File: src/rtl/burst_addr_pkg.sv
package burst_addr_pkg;

    typedef enum logic [1:0] {
        LD_NONE = 2'd0,
        LD_CPU  = 2'd1,
        LD_CTL  = 2'd2
    } ld_src_e;

endpackage

File: src/rtl/burst_ld_arb.sv
module burst_ld_arb
    import burst_addr_pkg::*;
(
    input  logic    cpu_ld_n,
    input  logic    ctl_ld_n,
    input  logic    ce_n,
    output ld_src_e ld_src,
    output logic    ld_any
);
    always_comb begin
        ld_src = LD_NONE;
        if (!ctl_ld_n) begin
            ld_src = LD_CTL;
        end else if (!cpu_ld_n && !ce_n) begin
            ld_src = LD_CPU;
        end
        ld_any = (ld_src != LD_NONE);
    end

    always_comb begin
        if (!ctl_ld_n) begin
            a_r2_ctl_wins: assert (ld_any);
        end
        if (ctl_ld_n && ce_n) begin
            a_r4_cpu_gated: assert (!ld_any);
        end
    end
endmodule

File: src/rtl/burst_beat_cnt.sv
module burst_beat_cnt #(
    parameter int OFS_W = 2
) (
    input  logic             clk,
    input  logic             rst_n,
    input  logic             ld_any,
    input  logic             adv_n,
    output logic [OFS_W-1:0] beat
);
    typedef struct packed {
        logic [OFS_W-1:0] beat;
    } cnt_t;

    cnt_t st_d, st_q;

    always_comb begin
        st_d = st_q;
        if (ld_any) begin
            st_d.beat = '0;
        end else if (!adv_n) begin
            st_d.beat = st_q.beat + OFS_W'(1);
        end
    end

    always_ff @(posedge clk) begin
        if (!rst_n) begin
            st_q <= '0;
        end else begin
            st_q <= st_d;
        end
    end

    assign beat = st_q.beat;

    a_r9_load_clears: assert property (@(posedge clk) disable iff (!rst_n)
        ld_any |=> beat == '0);
    a_r5_hold_beat: assert property (@(posedge clk) disable iff (!rst_n)
        (!ld_any && adv_n) |=> beat == $past(beat));
    a_r6_step_beat: assert property (@(posedge clk) disable iff (!rst_n)
        (!ld_any && !adv_n) |=> beat == $past(beat) + OFS_W'(1));
endmodule

File: src/rtl/burst_ofs_map.sv
module burst_ofs_map #(
    parameter int OFS_W = 2
) (
    input  logic [OFS_W-1:0] start,
    input  logic [OFS_W-1:0] beat,
    input  logic             ilv_order,
    output logic [OFS_W-1:0] ofs
);
    logic [OFS_W-1:0] lin_ofs;
    logic [OFS_W-1:0] xor_ofs;

    assign lin_ofs = start + beat;

    for (genvar i = 0; i < OFS_W; i++) begin : g_xor
        assign xor_ofs[i] = start[i] ^ beat[i];
    end

    assign ofs = ilv_order ? xor_ofs : lin_ofs;

    always_comb begin
        if (beat == '0) begin
            a_r8_zero_beat_is_start: assert (ofs == start);
        end
    end
endmodule

File: src/rtl/burst_addr_gen.sv
module burst_addr_gen
    import burst_addr_pkg::*;
#(
    parameter int ADDR_W = 18,
    parameter int OFS_W  = 2
) (
    input  logic              clk,
    input  logic              rst_n,
    input  logic [ADDR_W-1:0] addr_in,
    input  logic              cpu_ld_n,
    input  logic              ctl_ld_n,
    input  logic              ce_n,
    input  logic              adv_n,
    input  logic              ilv_order,
    output logic [ADDR_W-1:0] word_addr
);
    localparam int HI_W = ADDR_W - OFS_W;

    typedef struct packed {
        logic [HI_W-1:0]  hi;
        logic [OFS_W-1:0] start;
    } base_t;

    base_t            st_d, st_q;
    ld_src_e          ld_src;
    logic             ld_any;
    logic [OFS_W-1:0] beat;
    logic [OFS_W-1:0] ofs;

    burst_ld_arb u_arb (
        .cpu_ld_n (cpu_ld_n),
        .ctl_ld_n (ctl_ld_n),
        .ce_n     (ce_n),
        .ld_src   (ld_src),
        .ld_any   (ld_any)
    );

    burst_beat_cnt #(.OFS_W(OFS_W)) u_cnt (
        .clk    (clk),
        .rst_n  (rst_n),
        .ld_any (ld_any),
        .adv_n  (adv_n),
        .beat   (beat)
    );

    always_comb begin
        st_d = st_q;
        if (ld_any) begin
            st_d.hi    = addr_in[ADDR_W-1:OFS_W];
            st_d.start = addr_in[OFS_W-1:0];
        end
    end

    always_ff @(posedge clk) begin
        if (!rst_n) begin
            st_q <= '0;
        end else begin
            st_q <= st_d;
        end
    end

    burst_ofs_map #(.OFS_W(OFS_W)) u_map (
        .start     (st_q.start),
        .beat      (beat),
        .ilv_order (ilv_order),
        .ofs       (ofs)
    );

    assign word_addr = {st_q.hi, ofs};

    a_r2_ctl_load: assert property (@(posedge clk) disable iff (!rst_n)
        !ctl_ld_n |=> word_addr == $past(addr_in));
    a_r3_cpu_load: assert property (@(posedge clk) disable iff (!rst_n)
        (!cpu_ld_n && !ce_n) |=> word_addr == $past(addr_in));
    a_r4_cpu_refused: assert property (@(posedge clk) disable iff (!rst_n)
        (ld_src == LD_NONE) |=> st_q == $past(st_q));
    a_r10_upper_kept: assert property (@(posedge clk) disable iff (!rst_n)
        !ld_any |=> word_addr[ADDR_W-1:OFS_W] == $past(word_addr[ADDR_W-1:OFS_W]));
endmodule

File: config.mk
export PLATFORM = sky130hd
export DESIGN_NAME = burst_addr_gen
export DESIGN_NICKNAME = d
export VERILOG_FILES = /design/src/rtl/burst_addr_pkg.sv /design/src/rtl/burst_ld_arb.sv /design/src/rtl/burst_beat_cnt.sv /design/src/rtl/burst_ofs_map.sv /design/src/rtl/burst_addr_gen.sv
export SDC_FILE = /design/constraint.sdc
export NUM_CORES = 1
export LEC_CHECK = 0
export CORE_MARGIN = 2
export CORE_UTILIZATION = 41
export CTS_BUF_LIST = sky130_fd_sc_hd__clkbuf_16
export CTS_CLUSTER_SIZE = 20
export DETAILED_ROUTE_END_ITERATION = 16
export PLACE_DENSITY = 0.87
export SLEW_MARGIN = 20
export SYNTH_ARGS = -nofsm -noshare
export SYNTH_HDL_FRONTEND = slang
export SYNTH_SLANG_ARGS = --single-unit
File: constraint.sdc
create_clock -name clk -period 0.93 [get_ports clk]
set_input_delay 0.1395 -clock clk [delete_from_list [all_inputs] [get_ports clk]]
set_output_delay 0.1395 -clock clk [all_outputs]
set_load 0.01 [all_outputs]
# Word-level counts from Yosys, hierarchy flattened
# Index checks and enable logic that the tools add are counted.
# W data, S select, Z words.
dict set report word_totals {
  regBits 20
  output_inout_bits 18
  wordCells 16
}
dict set report classes {
  add_sub_neg 2
  muxes 3
  n_bitwise 3
  reduce_logical 5
}
# cell n
set op_table {}
lappend op_table {{$mux W2} 2}
lappend op_table {{$add A2 B1 Y2 const B} 1}
lappend op_table {{$add A2 B2 Y2} 1}
lappend op_table {{$logic_not A1 Y1} 2}
lappend op_table {{$reduce_bool A2 Y1} 1}
lappend op_table {{$reduce_or A2 Y1} 1}
lappend op_table {{$xor A1 B1 Y1} 2}
lappend op_table {{$logic_and A1 B1 Y1} 1}
lappend op_table {{$mux W1} 1}
lappend op_table {{$not A1 Y1} 1}

# Longest topological paths before layout
dict set report depth {
  depth_word 6
  ltp_mapped 4
  ltp_nobuf 3
}

# Modules after synthesis
# From an unflattened synthesis, not the netlist that was laid out.
dict set report unflattened {
  hier_cells 88
  hier_area_um2 952.2
}
# mod instances cells_per_inst area_each_um2 seq_area_each_um2
set modules_own_cells {}
lappend modules_own_cells {burst_addr_gen 1 73 808.3 360.3}
lappend modules_own_cells {burst_beat_cnt 1 8 86.3 40.0}
lappend modules_own_cells {burst_ofs_map 1 4 36.3 0.0}
lappend modules_own_cells {burst_ld_arb 1 3 21.3 0.0}

# Least setup slack after synthesis
# No wires, ideal clock.
dict set report synth_timing {
  kind {register to output}
  from {register st_q[0] (netlist bit)}
  to {output word_addr[1]}
  arrival_ns 0.822
  required_ns 0.791
  path_slack_ns -0.031
  path_stages_with_launch 4
  path_buffers 0
  cell_sequence {dfxtp_1 > ha_1 > nor2b_1 > xnor2_1}
}
dict set report synth_via {
  elab_chain_len 2
}
# item line_no
set synth_lines {}
lappend synth_lines {{start, declared} burst_addr_gen.sv:24} ;# base_t st_d, st_q;
lappend synth_lines {{start signal, assigned} burst_addr_gen.sv:58} ;# st_q <= st_d;
lappend synth_lines {{$add A2 B2 Y2} burst_ofs_map.sv:12} ;# assign lin_ofs = start + beat;
lappend synth_lines {{$mux W2} burst_ofs_map.sv:18} ;# assign ofs = ilv_order ? xor_ofs : lin_ofs;
lappend synth_lines {{end, declared} burst_addr_gen.sv:15} ;# output logic [ADDR_W-1:0] word_addr
# Every way passes these cells.

# Worst setup path in the final report
dict set report layout_timing {
  from {register u_cnt.st_q (netlist bit u_cnt.beat[0])}
  to {output word_addr[1]}
}
dict set report layout_via {
  elab_chain_len 2
}
# item line_no
set layout_lines {}
lappend layout_lines {{start, declared} burst_beat_cnt.sv:14} ;# cnt_t st_d, st_q;
lappend layout_lines {{start signal, assigned} burst_beat_cnt.sv:29} ;# st_q <= st_d;
lappend layout_lines {{$add A2 B2 Y2} burst_ofs_map.sv:12}
lappend layout_lines {{$mux W2} burst_ofs_map.sv:18}
# Every way passes these cells.

==> flow_summary.toml <==
[logic_synthesis]
yosys_register_bits = 20
syn_nets = 134
synth_enable_flop_cells = 0
async_flop_share_pct = 0
yosys.area.top_type_share_pct = 40.7
syn_area_um2 = 985
yosys.area.top_type = "dfxtp_1"
postSynthAreaPerCell_um2 = 9.12
yosys-top-cells-area = "dfxtp_1 41%, buf_4 13%, o21ai_2 11%, nand3_1 8.1%, nand2_1 6.9%"
synth_cell_types = 17
synth_cells = 108
synth_warnings = 0
yosysMostFrequentCell = "dfxtp_1"
ys.flop_type = "dfxtp_1"
yosys-top-cells-count = "20 x dfxtp_1, 18 x nand2_1, 17 x buf_4"
yosysSeqAreaShare_pct = 40.7

[placement]
pre_cts_ws_ns = -0.622
dp_hpwl_um = 1520
place_inst = 163
gp_congestion = 0.624
postPlaceCellArea_um2 = 1350
io_buffer_count = 42

[min_path]
worst_hold_path.num_cells = 3
hold_path_end = "u_cnt.beat[0]"
min-delay-path-class = "input port to register"
hp-start = "ctl_ld_n"

[worst_setup_path]
cp-end-kind = "primary output"
slowest_delay_ns = 0.35
cp.arrival_ns = 1.11
rr_endpoint = "u_cnt.beat[1]"
worstPathCellList = "ha_4, nor2b_4, xnor2_2, buf_2"
cp_max_fo = 2
regToRegStartpoint = "u_cnt.beat[0]"
critPathRequiredTime_ns = 0.79
slowest_stage = "dfxtp_2"
ff2ff_path_depth = 5
worst-setup-path-type = "register to primary output"
start_kind = "register"
r2r_slack_ns = -0.10

[timing]
fin_hold_ws_ns = 0.386
tns_ns = -0.558
setup_slack_ns = -0.317
slew_viol_final = 0
fin_skew_ns = 0.0000691
post-route-period-util_pct = 134
relSlewSlack_pct = 84.2
rsz0062_at_grt = "true"
clock.fmax_mhz = 802
setup_viol = 3
fin_crit_ns = 1.25
worst_pin_slew_ns = 0.236
finalHoldViolations = 0

[floorplan]
std_cell_rows = 17
ios = 43
fp.coreArea_um2 = 2230
start_util_pct = 44.1
die-area_um2 = 2810
die-width_um = 53.0
die_h_um = 53.0

[clocking]
cts.clk_slew.worst_paths_ns = 0.06
root_buffer = "clkbuf_16"
clock_sinks = 20
cts_tree = "built"
clk_latency_ns = 0.25
clock_path_buffers = 2
htree_levels = 1
cts_buffers = 3
cts_hold_buf = 0

[global_route]
grt_overflow = 0
antenna_found_initial = 0
grt_pass1_vias = 750
grt_pass1_wl_um = 3450
grt_max_degree = 19
grtUsageTotal_pct = 17.2

[cells_and_area]
final_layout_size_suffix_gt1_share_pct = 44.1
layout.cells.non_filler = 171
stdcell_area_um2 = 1480
nets = 170
diodes = 0
area_growth_pct = 50.4
fillers = 194

[routing]
drtAntennaViolNets = 0
viasPerCell = 4.64
vias = 793
drc = 0
wirelength_um = 2160
firstDrtPassIters = 4
wl_per_cell_um = 12.6
drtIter0Drc = 7

[power_and_ir_drop]
vdd_drop_max_uv = 1030
power_leakage_uw = 0.000619
powerDensity_nw_per_um2 = 1730

[flow_run]
cap_violations = 0

[outcome]
violations = "setup timing"
status = "finished, violations left"
placed cells by master, fill, tap and decap left out, drive strengths merged:
cell | netlist | layout
buf | 22 | 30
clkdlybuf4s50 | 0 | 20
dfxtp | 20 | 20
o21ai | 19 | 19
nand2 | 18 | 18
nand3 | 18 | 18
dlygate4sd2 | 0 | 4
xnor2 | 3 | 3
clkbuf | 1 | 3
nor2b | 3 | 3
o211ai | 1 | 1
nor2 | 1 | 1
nor3 | 1 | 1
ha | 1 | 1
bufinv | 0 | 1
flip-flops by register name, indices dropped and copies added (netlist names):
name	flops
u_cnt.beat	2
st_q	2
word_addr	16
how the worst max path moves through the flow:
| stage | startpoint | to | slack (ns) |
|---|---|---|---|
| after floorplan | st_q[0] | word_addr[1] | 0.01 |
| after global placement | ilv_order | word_addr[1] | -0.58 |
| after detailed placement | ilv_order | word_addr[1] | -0.62 |
| after CTS | u_cnt.beat[0] | word_addr[1] | -0.33 |
| after global routing | u_cnt.beat[0] | word_addr[1] | -0.37 |
| final | u_cnt.beat[0] | word_addr[1] | -0.32 |
critical path: cells and delay by family (launching register included):
| kind | cells | cell delay, ns |
|---|---|---|
| XOR/XNOR | 1 | 0.10 |
| adder cells (fa/ha/maj) | 1 | 0.12 |
| flip-flops | 1 | 0.35 |
| AND/OR/NAND/NOR | 1 | 0.14 |
| buffers and inverters | 1 | 0.14 |
repair_timing:
action | 4_1_cts | 5_1_grt
hold endpoints to repair | 0 | 0
pin swaps | 3 | 4
endpoints found under the setup margin | 37 | 8
gates resized for setup | 87 | 11
cloned | 1 | 0
buffers inserted | 1 | 2
cells by family after synthesis:
| logic type | count (synthesis) | share of synthesized area (%) |
|---|---|---|
| buf+inv | 23 | 19.4 |
| compound gates | 20 | 16.1 |
| flops | 20 | 40.7 |
| xor+xnor | 3 | 2.67 |
| simple gates | 41 | 19.8 |
| fa+ha+maj | 1 | 1.27 |
through the flow:
stage	power [uW]	utilization (%)
floorplan	1210	-
global placement	1380	60.4
detailed placement	1400	60.4
CTS	2550	64.5
global route	2650	66.3
finish	2560	66.3
final cells by class:
class	instances	area (um2)	area share (%)
clock buffers	3	75.1	5.07
clock inverters	1	30.0	2.03
repair buffers	54	482	32.5
well taps	28	35.0	2.36
flip-flops and latches	20	408	27.5
multi-input cells	65	452	30.5
layer usage:
layer  routed length [um]  GRT usage (%)  vias to the layer above  part of all wire, %
li1                     -              -                      417                    -
met1                  832           18.9                      355                   38
met2                 1230           32.3                       17                   57
met3                   70           2.54                        4                  3.2
met4                   32           7.69                        0                  1.5
met5                    0              0                        -                    0
where the power goes:
group | switching [uW] | internal, uW | total (uW)
clock network | 323 | 853 | 1180
logic | 190 | 249 | 439
registers | 29.5 | 915 | 945
Power figures use the tool's default switching activity.
